## config.mk

```make
export PLATFORM = sky130hd
export DESIGN_NAME = vmem_barrier_ctrl
export DESIGN_NICKNAME = d
export VERILOG_FILES = /design/src/rtl/vmb_pkg.sv /design/src/rtl/vmb_eval.sv /design/src/rtl/vmb_fsm.sv /design/src/rtl/vmb_resp.sv /design/src/rtl/vmem_barrier_ctrl.sv
export SDC_FILE = /design/constraint.sdc
export NUM_CORES = 1
export LEC_CHECK = 0
export ABC_AREA = 0
export BUFFER_PORTS_ARGS = -buffer_cell sky130_fd_sc_hd__buf_2
export CORE_ASPECT_RATIO = 0.9
export CORE_MARGIN = 2
export CORE_UTILIZATION = 27
export CTS_CLUSTER_DIAMETER = 150
export DETAILED_ROUTE_END_ITERATION = 8
export PLACE_DENSITY = 0.76
export RECOVER_POWER = 100
export SETUP_SLACK_MARGIN = 0.05
export SYNTH_ARGS = -nofsm -noshare
export SYNTH_HDL_FRONTEND = slang
export SYNTH_SLANG_ARGS = --single-unit
export TNS_END_PERCENT = 100
```

## constraint.sdc

```tcl
create_clock -name clk -period 1.6 [get_ports clk]
set_clock_uncertainty 0.1 [all_clocks]
set_input_delay 0.24 -clock clk [delete_from_list [all_inputs] [get_ports clk]]
set_output_delay 0.24 -clock clk [all_outputs]
set_load 0.01 [all_outputs]
```

## src/rtl/vmb_pkg.sv

```systemverilog
package vmb_pkg;

  typedef enum logic {ST_IDLE = 1'b0, ST_WAIT = 1'b1} vmb_state_e;

  typedef enum logic {FC_VUNIT_OFF = 1'b0, FC_MEM_MGMT = 1'b1} vmb_fclass_e;

  // Memory activity has stopped: nothing in flight, or (privileged only) the
  // in-flight instruction is parked in a suspended state.
  function automatic logic activity_ceased(input logic priv,
                                           input logic any_inflight,
                                           input logic suspended);
    return !any_inflight || (priv && suspended);
  endfunction

  // Arithmetic exceptions map to the vector-unit-disabled class and take
  // precedence over memory-management exceptions.
  function automatic vmb_fclass_e class_of(input logic arith, input logic mm);
    if (arith)   return FC_VUNIT_OFF;
    else if (mm) return FC_MEM_MGMT;
    else         return FC_VUNIT_OFF;
  endfunction

endpackage

```

## src/rtl/vmb_eval.sv

```systemverilog
module vmb_eval
  import vmb_pkg::*;
#(
  parameter int CNT_W = 6
) (
  input  logic             priv,
  input  logic [CNT_W-1:0] inflight,
  input  logic [CNT_W-1:0] writes_open,
  input  logic             suspended,
  input  logic             arith,
  input  logic             mm,
  input  logic             hwerr,
  output logic             ready_ok,
  output logic             fault_hit,
  output vmb_fclass_e      fclass
);

  logic any_inflight;
  logic writes_clear;

  assign any_inflight = |inflight;
  assign writes_clear = (writes_open == '0);

  always_comb begin
    ready_ok  = activity_ceased(priv, any_inflight, suspended) && writes_clear
                && !(priv && hwerr);
    fault_hit = !priv && (arith || mm);
    fclass    = class_of(arith, mm);
  end

endmodule

```

## src/rtl/vmb_fsm.sv

```systemverilog
module vmb_fsm
  import vmb_pkg::*;
(
  input  logic clk,
  input  logic rst_n,
  input  logic req_valid,
  input  logic req_priv,
  input  logic finish,
  output logic busy,
  output logic priv_q
);

  vmb_state_e state_q, state_d;
  logic       priv_d;

  always_comb begin
    state_d = state_q;
    priv_d  = priv_q;
    unique case (state_q)
      ST_IDLE: if (req_valid) begin
        state_d = ST_WAIT;
        priv_d  = req_priv;
      end
      ST_WAIT: if (finish) state_d = ST_IDLE;
      default: state_d = ST_IDLE;
    endcase
  end

  always_ff @(posedge clk or negedge rst_n) begin
    if (!rst_n) begin
      state_q <= ST_IDLE;
      priv_q  <= 1'b0;
    end else begin
      state_q <= state_d;
      priv_q  <= priv_d;
    end
  end

  assign busy = (state_q == ST_WAIT);

endmodule

```

## src/rtl/vmb_resp.sv

```systemverilog
module vmb_resp
  import vmb_pkg::*;
#(
  parameter int DATA_W = 32
) (
  input  logic              busy,
  input  logic              ready_ok,
  input  logic              fault_hit,
  input  vmb_fclass_e       fclass_in,
  output logic              done,
  output logic              fault,
  output logic              fault_class,
  output logic              result_we,
  output logic [DATA_W-1:0] result
);

  always_comb begin
    fault       = busy && fault_hit;
    done        = busy && ready_ok && !fault_hit;
    result_we   = done;
    fault_class = fault ? logic'(fclass_in) : 1'b0;
    result      = '0;
  end

endmodule

```

## src/rtl/vmem_barrier_ctrl.sv

```systemverilog
module vmem_barrier_ctrl
  import vmb_pkg::*;
#(
  parameter int DATA_W = 32,
  parameter int CNT_W  = 6
) (
  input  logic              clk,
  input  logic              rst_n,
  input  logic              req_valid,
  input  logic              req_priv,
  input  logic [CNT_W-1:0]  vmem_outstanding,
  input  logic [CNT_W-1:0]  wr_pending,
  input  logic              vmem_suspended,
  input  logic              exc_arith,
  input  logic              exc_mm,
  input  logic              hwerr_pending,
  output logic              stall,
  output logic              done,
  output logic [DATA_W-1:0] result,
  output logic              result_we,
  output logic              fault,
  output logic              fault_class
);

  logic        busy_w;
  logic        priv_w;
  logic        ready_w;
  logic        fault_hit_w;
  logic        finish_w;
  vmb_fclass_e fclass_w;

  vmb_fsm u_fsm (
    .clk       (clk),
    .rst_n     (rst_n),
    .req_valid (req_valid),
    .req_priv  (req_priv),
    .finish    (finish_w),
    .busy      (busy_w),
    .priv_q    (priv_w)
  );

  vmb_eval #(.CNT_W(CNT_W)) u_eval (
    .priv        (priv_w),
    .inflight    (vmem_outstanding),
    .writes_open (wr_pending),
    .suspended   (vmem_suspended),
    .arith       (exc_arith),
    .mm          (exc_mm),
    .hwerr       (hwerr_pending),
    .ready_ok    (ready_w),
    .fault_hit   (fault_hit_w),
    .fclass      (fclass_w)
  );

  vmb_resp #(.DATA_W(DATA_W)) u_resp (
    .busy        (busy_w),
    .ready_ok    (ready_w),
    .fault_hit   (fault_hit_w),
    .fclass_in   (fclass_w),
    .done        (done),
    .fault       (fault),
    .fault_class (fault_class),
    .result_we   (result_we),
    .result      (result)
  );

  assign finish_w = done || fault;
  assign stall    = busy_w;

endmodule

```

# Word-level counts from Yosys, hierarchy flattened
# Index checks and enable logic that the tools add are counted.
[op_classes]
muxes = 6
bitwise_logic = 1
n_reduce_logical = 18
[ops]
columns = ["cell", "n"]
rows = [
  ["1-bit logical AND", 8],
  ["6-bit zero test", 1],
  ["6-bit OR reduction", 1],
  ["1-bit two-way mux", 5],
  ["1-bit zero test", 4],
  ["1-bit logical OR", 3],
  ["1-bit one-hot mux with 2 select lines", 1],
  ["2-bit AND reduction", 1],
  ["1-bit inverter", 1],
]
[totals]
reg_bits = 2
inputBits = 20
output_inout_bits = 37
elab_cells = 27

# Logic depth before layout (Yosys ltp)
# Gate-level depths: netlist of run 1.
[logic_depth]
depth_word = 10
mapped_depth = 4
mapped_depth_nobuf = 3

# By module
# A second synthesis of run 1 with hierarchy kept.
[unflattened]
cells_unflattened = 54
hier_area_um2 = 416.6
[by_module_without_submodules]
columns = ["mod", "instances", "cells_per_inst", "area_per_inst_um2", "seq_area_each_um2"]
rows = [
  ["vmb_resp", 1, 37, 275.3, 0.0],
  ["vmb_fsm", 1, 6, 82.6, 50.0],
  ["vmb_eval", 1, 10, 52.6, 0.0],
  ["vmem_barrier_ctrl", 1, 1, 6.3, 0.0],
]

# Least setup slack after synthesis of run 1
# No wires, ideal clock.
[synth_timing]
kind = "register to output"
start = "register u_fsm.state_q (netlist: u_fsm.busy)"
end = "output result_we"
arrival_time_ns = 1.789
t_required_ns = 1.260
path_slack_ns = -0.529
stages_incl_launch_ff = 4
n_path_buf = 1
cell_sequence = "dfrtp_1 -> or4b_1 -> a2111oi_1 -> buf_4"
[synth_between]
elab_chain_len = 2
[synth_rtl]
columns = ["item", "line_no", "rtl"]
rows = [
  ["from (decl)", "vmb_fsm.sv:13", "vmb_state_e state_q, state_d;"],
  ["from (signal assigned)", "vmb_fsm.sv:34", "state_q <= state_d;"],
  ["1-bit logical AND (2 in a row)", "vmb_resp.sv:19", "done = busy && ready_ok && !fault_hit;"],
  ["to (decl)", "vmem_barrier_ctrl.sv:20", "output logic result_we,"],
]
# Every way passes these cells.

# Final worst setup path of run 1
[layout_timing]
start = "register u_fsm.state_q (netlist: u_fsm.busy)"
end = "output done"
[layout_between]
elab_chain_len = 2
[layout_rtl]
columns = ["item", "line_no", "rtl"]
rows = [
  ["1-bit logical AND (2 in a row)", "vmb_resp.sv:19", ""],
  ["to (decl)", "vmem_barrier_ctrl.sv:18", "output logic done,"],
]
# Every way passes these cells.

==> results of run 1 <==
[through the flow]
step	hold slack [ns]	power, W	setup WS [ns]
floorplan	-0.156	0.000323	-0.124
global placement	-0.0754	0.000352	-0.124
detailed placement	-0.0739	0.000361	-0.176
CTS	0.141	0.000500	-0.201
global route	0.157	0.000545	-0.269
finish	0.150	0.000505	-0.176
[power by group through the flow]
stage / Combinational [W] / Clock (W) / Sequential, W
finish: 0.000290 / 0.000111 / 0.000104
global placement: 0.000246 / 0 / 0.000106
detailed placement: 0.000253 / 0 / 0.000108
CTS: 0.000277 / 0.000119 / 0.000105
global route: 0.000311 / 0.000126 / 0.000109
floorplan: 0.000212 / 0 / 0.000111
[area by class of cell]
class                   instances  share of cell area, %
clock buffers                   3                   4.16
multi-input cells              51                   55.7
flip-flops and latches          2                   9.24
well taps                      22                   5.08
repair buffers                 27                   25.9
[kinds of logic (layout without fill, tap and decap cells)]
family / count (synthesis) / in the layout / share of synthesized area (%)
AND/OR/NAND/NOR: 13 / 13 / 19.4
multiplexers: 1 / 1 / 2.57
AO/OA/AOI/OAI: 5 / 5 / 9.15
flip-flops: 2 / 2 / 11.4
buffers and inverters: 33 / 30 / 56.6
other: 1 / 32 / 0.856
[flip-flops by register name (all words and copies together) (netlist names)]
register / cells
u_fsm.busy: 1
u_fsm.priv_q: 1
[how the worst min path moves through the flow]
stage	endpoint	slack, ns	start	cells after the start
2_1_floorplan	u_fsm.busy	-0.16	rst_n	0
3_3_place_gp	u_fsm.priv_q	-0.08	rst_n	1
3_5_place_dp	u_fsm.busy	-0.07	rst_n	1
4_1_cts	u_fsm.priv_q	0.14	req_priv	2
5_1_grt	u_fsm.priv_q	0.16	req_priv	2
6_report	u_fsm.priv_q	0.15	req_priv	2
[routing by layer]
metal,wire length [um],vias up
met5,0,-
met4,14,0
met3,168,2
met2,413,36
met1,271,158
li1,-,178
[worst max-delay path, delay by kind of cell, from the launching register on]
family	cells	cell delay [ns]
simple gates	1	0.48
buf+inv	1	0.18
compound gates	1	0.21
flops	1	0.34
[what timing repair did]
| action | in CTS | in global routing |
|---|---|---|
| hold buffers | 1 | 0 |
| endpoints found under the hold margin | 2 | 0 |
| pin swaps | 1 | 1 |
| setup buffers | 1 | 1 |
| gates resized for setup | 0 | 2 |
| setup endpoints to repair | 3 | 4 |
[cells in the final DEF (no fill, tap or decap)]
cell type,instances
and2_1,3
nor2_1,2
o311ai_4,1
a2111oi_4,1
or3_1,1
nand3b_1,1
clkbuf_4,3
nor4bb_1,1
buf_2,20
buf_4,2
a31oi_1,1
dlygate4sd3_1,1
nor4_2,1
mux2_2,1
clkbuf_1,4
or4b_4,1
o211ai_1,1
o21bai_1,1
conb_1,32
nand3_1,1
nand2b_1,1
dfrtp_1,2
nor3b_1,1
==> results.json, run 1 <==
{
  "status": "finished, violations left",
  "violations": "negative setup slack",
  "io_buffer_count": 24,
  "firstDrtPassIters": 1,
  "grt_usage_pct": 8.50,
  "syn_area_per_cell_sq_um": 7.96,
  "syn-instance-count": 55,
  "ios": 57,
  "cts_num_sinks": 2,
  "n_antenna_cell": 0,
  "n_fill_cell": 174,
  "layout.area.seq_sq_um": 50.0,
  "setup_violations": 3,
  "synth_edf_count": 0,
  "nNetsFinal": 105,
  "hold_violations": 0,
  "worst-setup-path-type": "register to output port",
  "peakVddDrop_v": 0.000496,
  "pwr-share-clk_pct": 22.0,
  "synth_top_cell_by_area": "buf_4",
  "maxCapViolations": 0,
  "crit_end": "done",
  "first_iter_violations": 0,
  "period_minus_slack_ns": 1.78,
  "critPathSlowestCell": "or4b_4",
  "synth_ff_type": "dfrtp_1",
  "p_seq_share_pct": 20.6,
  "cp.arrival_ns": 1.44,
  "cp_cell_sequence": "or4b_4 -> a2111oi_4 -> buf_2",
  "drc_errors": 0,
  "use_met3_pct": 4.31,
  "finish.utilization_pct": 36.6,
  "areaGrowthSynthToFinish_pct": 23.7,
  "grt_start_max_net_pins": 8,
  "finalNonFillerCells": 105,
  "critPathMaxStageDelay_ns": 0.48,
  "final.setup.tns_ns": -0.379,
  "synth_commonest_cells": "buf_4, and2_1, dfrtp_1, nor2_1",
  "ctsRootBufferMaster": "clkbuf_4",
  "p_leak_nw": 0.284,
  "cts_max_level": 1,
  "pwr_density_cell_nw_per_um2": 931,
  "swShare_pct": 41.6,
  "die_w_um": 46.5,
  "ff2ff_path_depth": 4,
  "vias": 374,
  "synth_warnings": 0,
  "yosys-top-cells-area": "buf_4, dfrtp_1, and2_1, mux2_2, a2111oi_1",
  "antenna_found_initial": 0,
  "routabilityCongestion": 0.716,
  "clock_path_buffers": 2,
  "drive_gt1_share_pct": 36.1,
  "start_util_pct": 29.6,
  "grt_overflow": 0,
  "ys_types": 19,
  "power.switching_w": 0.000210,
  "synth.cell_area_sq_um": 438,
  "synth-seq-cells": 2,
  "placed_cell_area_sq_um": 489,
  "drt_wl_total_um": 867,
  "dp_hpwl_um": 744,
  "max_freq_mhz": 563,
  "start_kind": "register",
  "ant_nets": 0,
  "rrSetupSlack_ns": -0.03,
  "worstHoldPathType": "input pin to register",
  "grt_pass1_vias": 317,
  "vias_per_cell": 3.56,
  "r2r_end": "u_fsm.busy",
  "die_h_um": 42.2,
  "power_frac_comb_pct": 57.4,
  "async_flop_share_pct": 100,
  "worstPathRequired_ns": 1.26,
  "grt_util_met2_pct": 13.3,
  "gr-max-usage-layer": "met2",
  "internal_power_w": 0.000295,
  "use_met1_pct": 8.70,
  "synth_most_common_cell": "buf_4",
  "ys_seq_area_share_pct": 11.4,
  "crit_fanout": 2,
  "insertion_delay_ns": 0.22,
  "rows": 13,
  "rsz0062_at_grt": "true",
  "end_kind": "output port",
  "cts.clk_slew.worst_paths_ns": 0.03,
  "startpoint": "u_fsm.busy",
  "final_design_area_no_fill_sq_um": 542,
  "avgRoutedWirePerCell_um": 8.26,
  "grt_pass1_wl_um": 1210,
  "multi_input_area_sq_um": 302,
  "core_area_sq_um": 1480,
  "dieArea_sq_um": 1960,
  "fin_crit_sh_pct": 111,
  "cts_tree": "yes",
  "slew_viol_final": 0,
  "r2r-start": "u_fsm.busy",
  "dpl.cell_count": 100,
  "setup_ws_ns": -0.176,
  "cts_buffers": 3,
  "synth_top_area_share_pct": 56.6
}
No activity file was read; power rests on OpenSTA's default activity.
==> run 2, diff against run 1 <==
- SETUP_SLACK_MARGIN: 0.05 -> unset
- clock period: 1.6 -> 1.5 ns (I/O delays scaled with it)
==> results.json, run 2 (synthesis gave the netlist of run 1 again) <==
{
  "crit_fanout": 2,
  "start_kind": "register",
  "worstPathRequired_ns": 1.17,
  "holdWs_ns": 0.141,
  "cts.clk_slew.worst_paths_ns": 0.03,
  "min_from": "req_priv",
  "drt_wl_total_um": 943,
  "drive_gt1_share_pct": 38.1,
  "r2r-start": "u_fsm.busy",
  "routabilityCongestion": 0.711,
  "violations": "negative setup slack",
  "status": "finished, violations left",
  "avgRoutedWirePerCell_um": 8.90,
  "grt_overflow": 0,
  "cts_num_sinks": 2,
  "areaGrowthSynthToFinish_pct": 22.9,
  "grt_pass1_wl_um": 1450,
  "end_kind": "output port",
  "peakVddDrop_v": 0.000359,
  "dp_hpwl_um": 845,
  "fin_crit_sh_pct": 120,
  "nNetsFinal": 106,
  "rows": 13,
  "cts_tree": "yes",
  "ios": 57,
  "cp.arrival_ns": 1.47,
  "core_area_sq_um": 1480,
  "pre_cts_slack_ns": -0.279,
  "pwr_density_cell_nw_per_um2": 1010,
  "maxCapViolations": 0,
  "vias": 384,
  "multi_input_area_sq_um": 284,
  "drc_errors": 0,
  "antenna_found_initial": 0,
  "final_common_cell": "conb_1",
  "startpoint": "u_fsm.busy",
  "grt_pass1_vias": 363,
  "p_leak_nw": 0.293,
  "worst-setup-path-type": "register to output port",
  "rsz0062_at_grt": "true",
  "io_buffer_count": 24,
  "mostFrequentLayoutCells": "conb_1, buf_2, and2_1, clkbuf_4",
  "start_util_pct": 29.6,
  "ant_nets": 0,
  "firstDrtPassIters": 3,
  "placed_cell_area_sq_um": 498,
  "slew_viol_final": 0,
  "n_fill_cell": 176,
  "worstHoldPathType": "input pin to register",
  "vias_per_cell": 3.62,
  "first_iter_violations": 3,
  "cts_max_level": 1,
  "ctsRootBufferMaster": "clkbuf_4",
  "grt_start_max_net_pins": 7,
  "die_h_um": 42.2,
  "clock_path_buffers": 2,
  "setup_violations": 2,
  "insertion_delay_ns": 0.23,
  "period_minus_slack_ns": 1.80,
  "setup_ws_ns": -0.297,
  "cts_buffers": 3,
  "dieArea_sq_um": 1960,
  "max_freq_mhz": 556,
  "die_w_um": 46.5,
  "hold_violations": 0,
  "final_design_area_no_fill_sq_um": 538,
  "layout.area.seq_sq_um": 50.0,
  "n_antenna_cell": 0,
  "grt_usage_pct": 10.7
}
-- run 2: changes by cell type in the layout (fill, tap and decap cells not counted), sizes merged --
cell,before,now
buf,22,24
clkbuf,7,6
-- run 2: critical path, cell delays in order (launching register included) --
cell and delay, ns:
dfrtp_1 0.35, or4b_4 0.49, a2111oi_4 0.21, buf_2 0.19
-- run 2: metal layers --
metal | global-route usage [%] | part of all wire, %
met5 | 0 | 0
met2 | 18.6 | 53
met3 | 2.59 | 9.0
met4 | 6.86 | 0
met1 | 10.7 | 38
-- run 2: area by class of cell --
class | count | share of cell area [%]
Multi-Input combinational cell | 51 | 52.8
Timing Repair Buffer | 28 | 28.6
Sequential cell | 2 | 9.30
Tap cell | 22 | 5.12
Clock buffer | 3 | 4.19
-- run 2: per-stage QoR --
stage	utilization, %	power [W]	TNS (ns)	cells
after detailed placement	33.6	0.000411	-0.586	102
after floorplan	-	0.000344	-0.228	86
after CTS	36.1	0.000551	-0.631	106
after global routing	36.3	0.000591	-0.855	106
after global placement	33.6	0.000399	-0.435	102
final	36.3	0.000543	-0.590	106
-- run 2: repair_timing --
action                                  CTS  global route
hold buffers                              1             0
hold endpoints to repair                  2             0
resized for setup                         1             1
endpoints found under the setup margin    3             4
pin swaps                                 1             1
setup buffers                             1             0
-- run 2: report_power, final --
part | internal, W | switching (W)
sequential | 0.0000819 | 0.0000267
combinational | 0.000153 | 0.000161
clock | 0.0000884 | 0.0000320
-- run 2: worst paths after layout --
kind	endpoint	slack [ns]	cells after the start
max	result_we	-0.30	3
max reg2reg	u_fsm.busy	0.02	3
min	u_fsm.priv_q	0.14	2
min in group asynchronous	u_fsm.busy	0.22	2
max in group asynchronous	u_fsm.priv_q	0.95	2
min reg2reg	u_fsm.priv_q	0.59	2
